==> config.mk <==
export PLATFORM = sky130hd
export DESIGN_NAME = rx_irq_once
export DESIGN_NICKNAME = d
export VERILOG_FILES = /design/src/rtl/rxirq_pkg.sv /design/src/rtl/rxirq_occupancy.sv /design/src/rtl/rxirq_marker.sv /design/src/rtl/rx_irq_once.sv
export SDC_FILE = /design/constraint.sdc
export NUM_CORES = 1
export LEC_CHECK = 0
export BUFFER_PORTS_ARGS = -buffer_cell sky130_fd_sc_hd__buf_2
export CORE_AREA = 2 2 39 41
export DETAILED_ROUTE_END_ITERATION = 12
export DIE_AREA = 0 0 41 43
export GPL_TIMING_DRIVEN = 0
export PLACE_DENSITY = 0.57
export SYNTH_ARGS = -nofsm -noshare
export SYNTH_HDL_FRONTEND = slang
export SYNTH_HIERARCHICAL = 1
export SYNTH_SLANG_ARGS = --single-unit
==> constraint.sdc <==
create_clock -name clk -period 3.85 [get_ports clk]
set_input_delay 0.5775 -clock clk [delete_from_list [all_inputs] [get_ports clk]]
set_output_delay 0.5775 -clock clk [all_outputs]
set_load 0.02 [all_outputs]
==> src/rtl/rxirq_pkg.sv <==
package rxirq_pkg;
  typedef enum logic {
    CLR_SW_ONLY  = 1'b0,
    CLR_ON_EMPTY = 1'b1
  } clr_mode_e;
endpackage

==> src/rtl/rxirq_occupancy.sv <==
module rxirq_occupancy #(
  parameter int DEPTH = 16,
  localparam int CW = $clog2(DEPTH + 1)
) (
  input  logic          clk,
  input  logic          rst,
  input  logic          push_i,
  input  logic          pop_i,
  output logic [CW-1:0] count_o,
  output logic          drained_o
);
  localparam logic [CW-1:0] FULL = CW'(DEPTH);

  logic [CW-1:0] cnt_q, cnt_d;
  logic          pop_ok, push_ok;

  always_comb begin
    pop_ok  = pop_i && (cnt_q != '0);
    push_ok = push_i && ((cnt_q != FULL) || pop_ok);
    cnt_d   = cnt_q + CW'(push_ok) - CW'(pop_ok);
  end

  always_ff @(posedge clk) begin
    if (rst) cnt_q <= '0;
    else     cnt_q <= cnt_d;
  end

  assign count_o   = cnt_q;
  // The queue is empty after this edge.
  assign drained_o = (cnt_d == '0);
endmodule

==> src/rtl/rxirq_marker.sv <==
module rxirq_marker
  import rxirq_pkg::*;
(
  input  logic      clk,
  input  logic      rst,
  input  logic      arrive_i,
  input  logic      sw_clear_i,
  input  clr_mode_e mode_i,
  input  logic      drained_i,
  input  logic      en_i,
  output logic      msg_o,
  output logic      marker_o
);
  logic marker_q, msg_q;
  logic fire, release_m;

  always_comb begin
    // A clear in the same cycle is applied before the arrival is seen.
    fire      = arrive_i && (!marker_q || sw_clear_i);
    release_m = sw_clear_i || ((mode_i == CLR_ON_EMPTY) && drained_i);
  end

  always_ff @(posedge clk) begin
    if (rst) begin
      marker_q <= 1'b0;
      msg_q    <= 1'b0;
    end else begin
      msg_q <= fire && en_i;
      if (fire)           marker_q <= 1'b1;
      else if (release_m) marker_q <= 1'b0;
    end
  end

  assign msg_o    = msg_q;
  assign marker_o = marker_q;
endmodule

==> src/rtl/rx_irq_once.sv <==
module rx_irq_once
  import rxirq_pkg::*;
#(
  parameter int DEPTH = 16,
  localparam int CW = $clog2(DEPTH + 1)
) (
  input  logic          clk,
  input  logic          rst,
  input  logic          arrive_i,
  input  logic          consume_i,
  input  logic          sw_clear_i,
  input  logic          auto_clear_i,
  input  logic          irq_en_i,
  output logic          msg_o,
  output logic          marker_o,
  output logic [CW-1:0] occupancy_o
);
  logic      drained;
  clr_mode_e mode;

  assign mode = clr_mode_e'(auto_clear_i);

  rxirq_occupancy #(.DEPTH(DEPTH)) u_occ (
    .clk       (clk),
    .rst       (rst),
    .push_i    (arrive_i),
    .pop_i     (consume_i),
    .count_o   (occupancy_o),
    .drained_o (drained)
  );

  rxirq_marker u_mark (
    .clk        (clk),
    .rst        (rst),
    .arrive_i   (arrive_i),
    .sw_clear_i (sw_clear_i),
    .mode_i     (mode),
    .drained_i  (drained),
    .en_i       (irq_en_i),
    .msg_o      (msg_o),
    .marker_o   (marker_o)
  );
endmodule

==> qor.tcl <==
set qor(clk-insertion-delay-late_ns) 0.25
set qor(crit_type) {reg -> reg}
set qor(synth-seq-cells) 7
set qor(wirelength_um) 797
set qor(finalWorstPathRequiredPeriod_ns) 2.670
set qor(reg2reg_to) {u_mark/marker_o}
set qor(floorplan.die.width_um) 41
set qor(post_cts_buffers) 0
set qor(initial_core_util) 0.3246
set qor(hold_violations) 0
set qor(leakagePower_uw) 0.0002876
set qor(die_h_um) 43
set qor(min_period_over_period) 0.6934
set qor(cts_num_sinks) 7
set qor(grt_max_degree) 8
set qor(timing.slew.headroom) 0.8475
set qor(ctsResizeCount) 0
set qor(synth.cell_area_um2) 449.2
set qor(synth_area_leader_cell) {dfxtp_1}
set qor(r2r-start) {u_occ/count_o[3]}
set qor(max_stage_delay_ns) 0.40
set qor(power.combinational.fraction) 0.629
set qor(path_clk_slew_ns) 0.06
set qor(post_cts_hold_buffer_count) 0
set qor(timing.critical_path.depth) 14
set qor(ys.warnings.count) 6
set qor(placement_row_count) 14
set qor(post_synth_num_cell_types) 22
set qor(final_count_of_negative_setup_slack_endpoints) 0
set qor(fmax_ghz) 0.3746
set qor(routed_via_density) 4.415
set qor(num_vias) 362
set qor(number_of_global_route_vias_before_repair) 346
set qor(timing.hold.worst.class) {in -> reg}
set qor(worst_setup_path_start_kind) {flip-flop}
set qor(port_buffers) 13
set qor(reg2reg_setup_slack_ns) 1.18
set qor(fp.dieArea_um2) 1763
set qor(firstDrtPassIters) 1
set qor(cts.path.max_buffers) 2
set qor(cellInternalPower_uw) 281.2
set qor(path_buf_inv) 2
set qor(num_ports) 14
set qor(drc_violation_count_after_routing) 0
set qor(worst-endpoint-required_ns) 4.00
set qor(antenna_found_initial) 0
set qor(pwr_density_cell_nw_per_um2) 910.9
set qor(clkPwrFrac) 0.134
set qor(synthesis.instances) 49
set qor(cp_top_family) {adder cells}
set qor(syn-mean-instance-area_um2) 9.167
set qor(vdd_drop_max_v) 0.0002710
set qor(report.final.slew_viol_count) 0
set qor(worstSetupStartpoint) {u_occ/count_o[3]}
set qor(post-dp-hpwl_um) 653.9
set qor(final_antenna_net_count) 0
set qor(timing.critical_path.slowest_stage_cell) {fa_1}
set qor(synth.top_cells.by_area) {dfxtp_1 (31%), ha_1 (14%), xor2_1 (5.8%)}
set qor(grt_usage) 0.1078
set qor(totalPowerFinal_uw) 510.6
set qor(netlist.area_leader.share) 0.3120
set qor(power.share.switching) 0.4493
set qor(number_of_drc_violations_after_detailed_routing_iteration_0) 0
set qor(design.final.nets) 80
set qor(outcome) {finished clean}
set qor(cts_buffers) 3
set qor(final.setup_skew_ns) 0.002657
set qor(gpl.final_weighted_congestion) 0.7089
set qor(tightest_slew_ns) 0.2263
set qor(drive_above_1_share) 0.2879
set qor(cp.arrival_ns) 2.82
set qor(cts_root_buf) {clkbuf_4}
set qor(worst-r2r-cell-count) 14
set qor(grt_first_pass_wirelength_mm) 1.235
set qor(cap_violations) 0
set qor(fin_tns_setup_ns) 0
set qor(synth.yosys.seq_area_share) 0.3120
set qor(flow.area_growth_from_synthesis_pct) 24.79
set qor(core_area_um2) 1384
set qor(maximum_fanout_along_the_worst_path) 3
set qor(grt_setup_unrepaired) {false}
set qor(clock_tree_from_tritoncts) {yes}
set qor(wire_per_inst_um) 9.720
set qor(path_cells) {inv_1, ha_1, nand2_1, nor2_1, a311oi_1, ha_1, inv_1, fa_1, nand2b_1, a21oi_1, xnor2_1, nor3_2, nand4b_1, o211a_1}
set qor(num_antenna_cells) 0
set qor(htree_num_levels) 1
set qor(switchingPower_uw) 229.4
set qor(grt.overflow.total) 0
set qor(worst_setup_path_endpoint) {u_mark/marker_o}
set qor(p_seq_frac) 0.237
set qor(critical_path_sink_type) {flip-flop}
set qor(synth.net_count) 62
## metal layers
layer / up-vias / share of wire / global-route usage
met2: 7 / 0.46 / 0.1719
met1: 159 / 0.48 / 0.1104
met4: 0 / 0.021 / 0.08000
li1: 194 / - / -
met3: 2 / 0.029 / 0.03141
met5: - / 0 / 0
## worst reg2reg max path, stage by stage (launching register included)
cell      delay [ns]
dfxtp_1         0.37
inv_1           0.08
ha_1            0.19
nand2_1         0.10
nor2_1          0.06
a311oi_1        0.25
ha_1            0.21
inv_1           0.06
fa_1            0.40
nand2b_1        0.16
a21oi_1         0.17
xnor2_1         0.12
nor3_2          0.16
nand4b_1        0.10
o211a_1         0.13
## power by group through the flow
stage	registers, uW	clock network [uW]	logic, uW
after detailed placement	124	0	321
final	121	68.5	321
after floorplan	149	0	225
after global placement	123	0	321
after CTS	122	69.6	326
after global routing	125	73.4	360
## stage by stage
| stage | hold WS (ns) | setup WS [ns] | cells | utilization | area (um^2) |
|---|---|---|---|---|---|
| 2_1_floorplan | 0.6304 | 1.296 | 49 | - | 449.2 |
| 3_3_place_gp | 0.5570 | 1.034 | 78 | 0.3861 | 534.3 |
| 3_5_place_dp | 0.5566 | 1.035 | 78 | 0.3861 | 534.3 |
| 4_1_cts | 0.5376 | 1.149 | 82 | 0.4051 | 560.5 |
| 5_1_grt | 0.5548 | 1.003 | 82 | 0.4051 | 560.5 |
| 6_report | 0.5428 | 1.180 | 82 | 0.4051 | 560.5 |
## cell usage after synthesis (all sizes together)
master and count:
inv 6, o21ai 1, a311oi 1, o211a 1, nor2b 4, xor2 4, dfxtp 7, nand2b 1
ha 5, xnor2 1, fa 1, a21o 1, nand4b 1, and2b 2, nor3 2, nor2 6
nand3b 1, nand2 2, a21oi 2
## cells in the final DEF (no fill, tap or decap), drive strengths merged
master	n
inv	6
buf	13
and2b	2
nand2b	1
ha	5
o21ai	1
nand3b	1
nor2	6
nand2	2
clkbuf	4
a21oi	2
dfxtp	7
xnor2	1
xor2	4
o211a	1
a311oi	1
nor2b	4
fa	1
nand4b	1
a21o	1
nor3	2
## how the worst min path moves through the flow
stage / startpoint / end / slack [ns] / cells after the start
2_1_floorplan: u_mark/marker_o / u_mark/marker_o / 0.63 / 2
3_3_place_gp: u_mark/marker_o / u_mark/marker_o / 0.56 / 2
3_5_place_dp: u_mark/marker_o / u_mark/marker_o / 0.56 / 2
4_1_cts: irq_en_i / u_mark/msg_o / 0.54 / 3
5_1_grt: irq_en_i / u_mark/msg_o / 0.55 / 3
6_report: irq_en_i / u_mark/msg_o / 0.54 / 3
## final cells by class
cell class | count | area [um^2]
fillers | 145 | 823.3
well taps | 16 | 20.02
inverters | 6 | 22.52
multi-input cells | 36 | 286.5
clock buffers | 4 | 26.28
flip-flops and latches | 7 | 140.1
repair buffers | 13 | 65.06
## cells by family after synthesis
kind of cell	Yosys count	synth area share
simple gates	19	0.2395
flops	7	0.3120
compound gates	6	0.1003
buf+inv	6	0.05014
fa+ha+maj	6	0.1838
xor+xnor	5	0.1142
## sequential cells by signal, indices dropped and copies added, names as in the netlist
signal	flops
u_mark/marker_o	1
u_mark/msg_o	1
u_occ/count_o	5
Power figures use the tool's default switching activity.
